## src/rtl/pci_req_pkg.sv

```systemverilog
package pci_req_pkg;
  typedef enum logic {
    OWN_IDLE = 1'b0,
    OWN_BUSY = 1'b1
  } own_state_e;
endpackage

```

## src/rtl/pci_cmd_bit.sv

```systemverilog
module pci_cmd_bit #(
  parameter int CMD_W   = 16,
  parameter int BME_BIT = 2
) (
  input  logic             clk,
  input  logic             rst_n,
  input  logic             cfg_we,
  input  logic [CMD_W-1:0] cfg_wdata,
  output logic             bme
);
  always_ff @(posedge clk or negedge rst_n) begin
    if (!rst_n)      bme <= 1'b0;
    else if (cfg_we) bme <= cfg_wdata[BME_BIT];
  end

  AST_BME_LOADS: assert property (@(posedge clk) disable iff (!rst_n)
    cfg_we |=> (bme == $past(cfg_wdata[BME_BIT])));
  AST_BME_KEEPS: assert property (@(posedge clk) disable iff (!rst_n)
    !cfg_we |=> $stable(bme));
endmodule

```

## src/rtl/pci_req_hold.sv

```systemverilog
module pci_req_hold (
  input  logic clk,
  input  logic rst_n,
  input  logic bme,
  input  logic busy,
  input  logic go,
  input  logic usr_req,
  input  logic usr_self_cfg,
  output logic pending,
  output logic self_pend
);
  logic accept;
  logic lose_permit;

  assign accept      = usr_req && !busy && !pending && (bme || usr_self_cfg);
  assign lose_permit = pending && !bme && !self_pend;

  always_ff @(posedge clk or negedge rst_n) begin
    if (!rst_n) begin
      pending   <= 1'b0;
      self_pend <= 1'b0;
    end else if (go || lose_permit) begin
      pending   <= 1'b0;
      self_pend <= 1'b0;
    end else if (accept) begin
      pending   <= 1'b1;
      self_pend <= usr_self_cfg;
    end
  end

  AST_DROP_WHILE_BUSY: assert property (@(posedge clk) disable iff (!rst_n)
    (busy && !pending) |=> !pending);
  AST_DROP_NO_ENABLE: assert property (@(posedge clk) disable iff (!rst_n)
    (!pending && !bme && !usr_self_cfg) |=> !pending);
  AST_SELF_NEEDS_PEND: assert property (@(posedge clk) disable iff (!rst_n)
    self_pend |-> pending);
endmodule

```

## src/rtl/pci_own_fsm.sv

```systemverilog
module pci_own_fsm
  import pci_req_pkg::*;
(
  input  logic clk,
  input  logic rst_n,
  input  logic pending,
  input  logic self_pend,
  input  logic gnt_n,
  input  logic frame_n,
  input  logic irdy_n,
  input  logic data_active,
  output logic go,
  output logic busy,
  output logic xfer_start,
  output logic park,
  output logic self_cfg_active
);
  own_state_e state;
  logic       granted;
  logic       bus_idle;
  logic       da_q;
  logic       xfer_end;

  assign granted  = !gnt_n;
  assign bus_idle = frame_n && irdy_n;
  assign go       = (state == OWN_IDLE) && pending && granted && bus_idle;
  assign xfer_end = (state == OWN_BUSY) && da_q && !data_active;
  assign busy     = (state == OWN_BUSY);

  always_ff @(posedge clk or negedge rst_n) begin
    if (!rst_n) begin
      state           <= OWN_IDLE;
      xfer_start      <= 1'b0;
      park            <= 1'b0;
      self_cfg_active <= 1'b0;
      da_q            <= 1'b0;
    end else begin
      da_q       <= data_active;
      xfer_start <= go;
      park       <= (state == OWN_IDLE) && granted && !pending;
      case (state)
        OWN_IDLE: if (go) begin
          state           <= OWN_BUSY;
          self_cfg_active <= self_pend;
        end
        OWN_BUSY: if (xfer_end) begin
          state           <= OWN_IDLE;
          self_cfg_active <= 1'b0;
        end
        default: state <= OWN_IDLE;
      endcase
    end
  end

  AST_START_NEEDS_GRANT: assert property (@(posedge clk) disable iff (!rst_n)
    xfer_start |-> $past(!gnt_n && frame_n && irdy_n));
  AST_START_ONE_CYCLE: assert property (@(posedge clk) disable iff (!rst_n)
    xfer_start |=> !xfer_start);
  AST_START_SETS_BUSY: assert property (@(posedge clk) disable iff (!rst_n)
    xfer_start |-> busy);
  AST_PARK_NOT_START: assert property (@(posedge clk) disable iff (!rst_n)
    !(park && xfer_start));
  AST_PARK_NOT_BUSY: assert property (@(posedge clk) disable iff (!rst_n)
    $past(busy) |-> !park);
  AST_SELF_IN_BUSY: assert property (@(posedge clk) disable iff (!rst_n)
    self_cfg_active |-> busy);
  AST_BUSY_ENDS_ON_FALL: assert property (@(posedge clk) disable iff (!rst_n)
    $fell(busy) |-> ($past(da_q) && !$past(data_active)));
endmodule

```

## src/rtl/pci_req_ctrl.sv

```systemverilog
module pci_req_ctrl #(
  parameter int CMD_W   = 16,
  parameter int BME_BIT = 2
) (
  input  logic             clk,
  input  logic             rst_n,
  input  logic             cfg_we,
  input  logic [CMD_W-1:0] cfg_wdata,
  output logic             bme,
  input  logic             usr_req,
  input  logic             usr_self_cfg,
  input  logic             data_active,
  input  logic             gnt_n,
  input  logic             frame_n,
  input  logic             irdy_n,
  output logic             req_n,
  output logic             req_oe,
  output logic             xfer_start,
  output logic             park,
  output logic             busy,
  output logic             self_cfg_active
);
  logic pending;
  logic self_pend;
  logic go;

  pci_cmd_bit #(.CMD_W(CMD_W), .BME_BIT(BME_BIT)) u_cmd (
    .clk(clk), .rst_n(rst_n), .cfg_we(cfg_we), .cfg_wdata(cfg_wdata), .bme(bme)
  );

  pci_req_hold u_hold (
    .clk(clk), .rst_n(rst_n), .bme(bme), .busy(busy), .go(go),
    .usr_req(usr_req), .usr_self_cfg(usr_self_cfg),
    .pending(pending), .self_pend(self_pend)
  );

  pci_own_fsm u_fsm (
    .clk(clk), .rst_n(rst_n), .pending(pending), .self_pend(self_pend),
    .gnt_n(gnt_n), .frame_n(frame_n), .irdy_n(irdy_n), .data_active(data_active),
    .go(go), .busy(busy), .xfer_start(xfer_start), .park(park),
    .self_cfg_active(self_cfg_active)
  );

  always_ff @(posedge clk or negedge rst_n) begin
    if (!rst_n) req_oe <= 1'b0;
    else        req_oe <= 1'b1;
  end

  assign req_n = !pending;

  AST_REQ_FLOATS_IN_RST: assert property (@(posedge clk)
    !rst_n |-> !req_oe);
  AST_REQ_HELD_NO_GNT: assert property (@(posedge clk) disable iff (!rst_n)
    (!req_n && gnt_n && bme) |=> !req_n);
  AST_REQ_DROPS_AT_START: assert property (@(posedge clk) disable iff (!rst_n)
    xfer_start |-> req_n);
  AST_REQ_NEEDS_PULSE: assert property (@(posedge clk) disable iff (!rst_n)
    (req_n && !usr_req) |=> req_n);
endmodule

```

## config.mk

```make
export PLATFORM = sky130hd
export DESIGN_NAME = pci_req_ctrl
export DESIGN_NICKNAME = d
export VERILOG_FILES = /design/src/rtl/pci_req_pkg.sv /design/src/rtl/pci_cmd_bit.sv /design/src/rtl/pci_req_hold.sv /design/src/rtl/pci_own_fsm.sv /design/src/rtl/pci_req_ctrl.sv
export SDC_FILE = /design/constraint.sdc
export NUM_CORES = 1
export LEC_CHECK = 0
export BUFFER_PORTS_ARGS = -buffer_cell sky130_fd_sc_hd__buf_2
export CAP_MARGIN = 20
export CORE_AREA = 2 2 39 41
export DETAILED_ROUTE_END_ITERATION = 12
export DIE_AREA = 0 0 41 43
export SYNTH_ARGS = -nofsm -noshare
export SYNTH_HDL_FRONTEND = slang
export SYNTH_SLANG_ARGS = --single-unit
```

## constraint.sdc

```tcl
create_clock -name clk -period 1.1 [get_ports clk]
set_input_delay 0.11 -clock clk [delete_from_list [all_inputs] [get_ports clk]]
set_output_delay 0.11 -clock clk [all_outputs]
set_load 0.05 [all_outputs]
```

; ---- Word level (Yosys, flattened, before mapping)
; Index checks and enable logic that the tools add are counted.
[word_totals]
ff_bits = 9
wordCells = 45
[classes]
eq_ne = 2
muxes = 10
n_bitwise = 1
reduce_logical = 23
[op_table]
columns = cell, count
row1 = $logic_and 1x1->1, 13
row2 = $mux 1, 8
row3 = $logic_not 1->1, 6
row4 = $pmux 1 s2, 2
row5 = $logic_or 1x1->1, 2
row6 = $ne 2x1->1 const B, 1
row7 = $ne 2x2->1 const B, 1
row8 = $reduce_and 2->1, 1
row9 = $reduce_bool 2->1, 1
row10 = $not 1->1, 1

; ---- Logic depth before layout (Yosys ltp)
[logic_depth]
ltp_word = 6
ltp_mapped = 3
depth_no_buf = 3

; ---- Cells and area by module
; A second synthesis with hierarchy kept.
[hier_totals]
hier_cells = 29
area_unflattened_um2 = 386.6
[modules_own_cells]
columns = mod, instances, cells_each, area_per_inst_um2
row1 = pci_own_fsm, 1, 13, 191.4
row2 = pci_req_hold, 1, 11, 122.6
row3 = pci_cmd_bit, 1, 2, 40.0
row4 = pci_req_ctrl, 1, 3, 32.5

; ---- Least setup slack after synthesis
; OpenSTA, ideal clock, no wires.
[synth_path]
path_kind = flip-flop to flip-flop
from = register u_fsm.state, in the netlist u_fsm.busy
to = register u_hold.self_pend
arrival_time_ns = 1.085
required_ns = 0.975
path_slack_ns = -0.110
path_stages_with_launch = 4
synth_period_minus_slack_ns = 1.210
cell_sequence = dfrtp_1 nand4bb_1 a21oi_1 nor2_1
[synth_via]
elab_chain_cells = 6
elab_cells_between_ends = 11
cone_classes = mux: 1 / bitwise: 1 / reduce/logical: 9
[synth_lines]
columns = element, line_no
row1 = "start, declared", pci_own_fsm.sv:18  ; own_state_e state;
row2 = "start signal, assigned", pci_own_fsm.sv:32  ; state <= OWN_IDLE;
row3 = "start signal, assigned", pci_own_fsm.sv:43  ; state <= OWN_BUSY;
row4 = "start signal, assigned", pci_own_fsm.sv:47  ; state <= OWN_IDLE;
row5 = $not 1->1, pci_own_fsm.sv:26  ; assign go = (state == OWN_IDLE) && pending && granted && bus_idle;
row6 = $logic_and 1x1->1 (3 in a row), pci_own_fsm.sv:26
row7 = $logic_or 1x1->1, pci_req_hold.sv:22  ; end else if (go || lose_permit) begin
row8 = $mux 1 or $reduce_bool 2->1 (tied branches), -
row9 = "end signal, assigned", pci_req_hold.sv:27  ; self_pend <= usr_self_cfg;
row10 = "end, declared", pci_req_hold.sv:10  ; output logic self_pend
; Several ways; a longest one is shown, not always the timed one.
; A chain may end at the register's enable or synchronous reset.

; ---- Worst setup path in the final report
[layout_path]
from = register u_hold.pending
to = output req_n
[layout_via]
elab_chain_cells = 1
[layout_lines]
columns = element, line_no
row1 = "start, declared", pci_req_hold.sv:9  ; output logic pending,
row2 = "start signal, assigned", pci_req_hold.sv:20  ; pending <= 1'b0;
row3 = "start signal, assigned", pci_req_hold.sv:23  ; pending <= 1'b0;
row4 = "start signal, assigned", pci_req_hold.sv:26  ; pending <= 1'b1;
row5 = $logic_not 1->1, pci_req_ctrl.sv:49  ; assign req_n = !pending;
row6 = "end, declared", pci_req_ctrl.sv:16  ; output logic req_n,
; No other way between the ends.

==> metrics.yaml <==
status:
  outcome: "complete, no violations"
finish:
  layout.nets: 77
  design_area_um2: 534
  regArea_um2: 228
  num-fill-cells: 151
  area.growth.synth_to_final_pct: 44.3
  diodes: 0
  drive_above_1_share_pct: 49.0
  final_common_cell: "buf_2"
  final_cell_mix: "buf_2, dfrtp_1, clkbuf_4"
  multi_input_comb_area_um2: 138
power:
  pwr-share-clk_pct: 20.1
  power_frac_comb_pct: 38.8
  switching_share_pct: 42.7
  power.internal_uw: 727
  pwr-share-seq_pct: 41.1
  leakage_nw: 0.256
  power.density_nw_per_um2: 2370
  peakVddDrop_mv: 0.918
  p_switching_uw: 541
die:
  die_area_um2: 1760
  die_h_um: 43
  pin_count: 32
  fp.coreArea_um2: 1380
  rows: 14
  start_util_pct: 26.8
  fp.dieW_um: 41
routing:
  wirelength_um: 715
  viasPerCell: 4.57
  vias: 306
  firstDrtPassIters: 3
  wire_per_inst_um: 10.7
  ant_nets: 0
  drc_errors: 0
  drtIter0Drc: 7
worst_setup_path:
  worstSetupStartpointType: "flip-flop"
  cp.depth: 2
  r2r_cells: 3
  crit_type: "reg -> out"
  cp-end-kind: "output pin"
  crit_chain: "clkinvlp_4, buf_6"
  cp_max_fo: 7
  critical-path-top-delay-family: "flip-flops"
  cp_data_arrival_time_ns: 0.98
  r2r_slack_ns: 0.08
  required_ns: 0.99
  crit_buf_inv: 2
  r2r_end: "u_hold.self_pend"
  critPathLaunch: "u_hold.pending"
  critPathSlowestCell: "dfrtp_2"
  crit-reg2reg-launch: "u_fsm.busy"
  slowest_delay_ns: 0.44
  critPathCapture: "req_n"
cts:
  cts.clk_slew.worst_paths_ns: 0.06
  cts_tree: "done"
  cts-root-buf: "clkbuf_4"
  numCtsBuffers: 3
  clk-insertion-delay-late_ns: 0.26
  cts.sinks: 9
  post_cts_buffers: 0
  cts_max_level: 1
  clk_path_buf_depth: 2
global_route:
  grt_antenna_before_repair: 0
  grt_use_met2_pct: 14.4
  grt_overflow: 0
  grtUsageMet1_pct: 13.6
  use_met3_pct: 3.14
  grt_pass1_wl_mm: 1.22
  busiest_layer: "met2"
  first_global_vias: 293
  grt_usage_pct: 11.0
  grt_max_degree: 10
timing:
  clock_skew_ns: 0.00324
  period_needed_ns: 1.09
  holdWs_ns: 0.0578
  rsz0062_at_grt: "yes"
  finalHoldViolCount: 0
  slew_violations: 0
  finalSetupViolCount: 0
  post-route-period-util_pct: 98.9
  fmax_mhz: 920
logic_synthesis:
  synth-seq-cells: 9
  synth_area_um2: 370
  yosysSeqAreaShare_pct: 60.8
  syn-instance-count: 29
  yosysUniqueCellTypes: 18
  synth_nets: 54
  yosys_warnings: 0
  avgSynthCellArea_um2: 12.8
placed_design:
  dpl_cell_area_um2: 475
  dp_hpwl_um: 542
  portBuffers: 16
  routabilityCongestion: 0.647
flow_run:
  cap_violations: 0
hold_path:
  worst_hold_path_type: "in -> reg"
==> worst reg2reg max path, delay by kind of cell, from the launching register on <==
| kind | cells | cell delay [ns] |
|---|---|---|
| AO/OA/AOI/OAI | 1 | 0.07 |
| AND/OR/NAND/NOR | 2 | 0.41 |
| flip-flops | 1 | 0.47 |
==> cell type report <==
| cell class | count | share of cell area, % |
|---|---|---|
| Timing Repair Buffer | 18 | 20.8 |
| Clock buffer | 4 | 4.92 |
| Tap cell | 16 | 3.75 |
| Inverter | 2 | 2.11 |
| Multi-Input combinational cell | 18 | 25.8 |
| Sequential cell | 9 | 42.6 |
==> logic make-up (layout without fill, tap and decap cells) <==
logic type             count (synthesis)  after routing  synth area share [%]
buffers and inverters                  2             24                  2.03
flip-flops                             9              9                  60.8
other                                  1              1                  1.01
AND/OR/NAND/NOR                        9              9                  20.6
AO/OA/AOI/OAI                          6              6                  9.80
multiplexers                           2              2                  5.74
==> synth_stat cells <==
cell	count	area share, %
inv_1	2	2.0
nor2_1	1	1.0
a21oi_1	2	2.7
nor3_4	1	4.4
mux2i_1	1	2.7
nor3_1	1	1.4
nand4bb_1	1	3.0
nand3_2	1	2.7
nand4b_1	1	2.4
dfrtp_1	9	61
conb_1	1	1.0
o21ai_0	2	2.7
nand3_1	1	1.4
a21o_1	1	2.0
mux2_2	1	3.0
o2111ai_1	1	2.4
nand2b_1	1	1.7
nor4bb_1	1	2.7
==> repair_timing <==
action	in CTS	in global routing
endpoints found under the hold margin	10	0
hold buffers	2	0
gates resized for setup	4	2
cloned	0	0
setup endpoints to repair	2	3
pin swaps	0	0
==> power groups by stage <==
| stage | Sequential (mW) | Clock, mW | Combinational (mW) |
|---|---|---|---|
| finish | 0.522 | 0.254 | 0.492 |
| global route | 0.548 | 0.278 | 0.525 |
| CTS | 0.525 | 0.266 | 0.496 |
| detailed placement | 0.526 | 0 | 0.456 |
| global placement | 0.523 | 0 | 0.451 |
| floorplan | 0.666 | 0 | 0.191 |
==> stage by stage <==
| stage | setup slack, ns | utilization [%] | setup TNS, ns | instances | total power, mW |
|---|---|---|---|---|---|
| 2_1_floorplan | -0.00244 | - | -0.00244 | 29 | 0.857 |
| 3_3_place_gp | 0.0932 | 34.4 | 0 | 61 | 0.974 |
| 3_5_place_dp | 0.0811 | 34.4 | 0 | 61 | 0.982 |
| 4_1_cts | 0.00244 | 38.4 | 0 | 67 | 1.29 |
| 5_1_grt | -0.0294 | 38.6 | -0.0329 | 67 | 1.35 |
| 6_report | 0.0125 | 38.6 | 0 | 67 | 1.27 |
==> layer usage <==
layer,up-vias,share of wire [%],wire (um)
met5,-,0,0
met4,0,3.8,27
met3,4,7.3,52
met2,12,45,322
met1,139,44,313
li1,151,-,-
==> worst min-delay path by stage <==
stage	startpoint	endpoint	slack (ns)	depth (start not counted)
global route	gnt_n	u_fsm.xfer_start	0.07	2
floorplan	rst_n	req_oe	-0.19	0
global placement	rst_n	u_fsm.park	-0.03	1
finish	gnt_n	u_fsm.park	0.06	2
detailed placement	rst_n	u_fsm.park	-0.03	1
CTS	gnt_n	u_fsm.park	0.06	2
(Power assumes the default switching activity.)
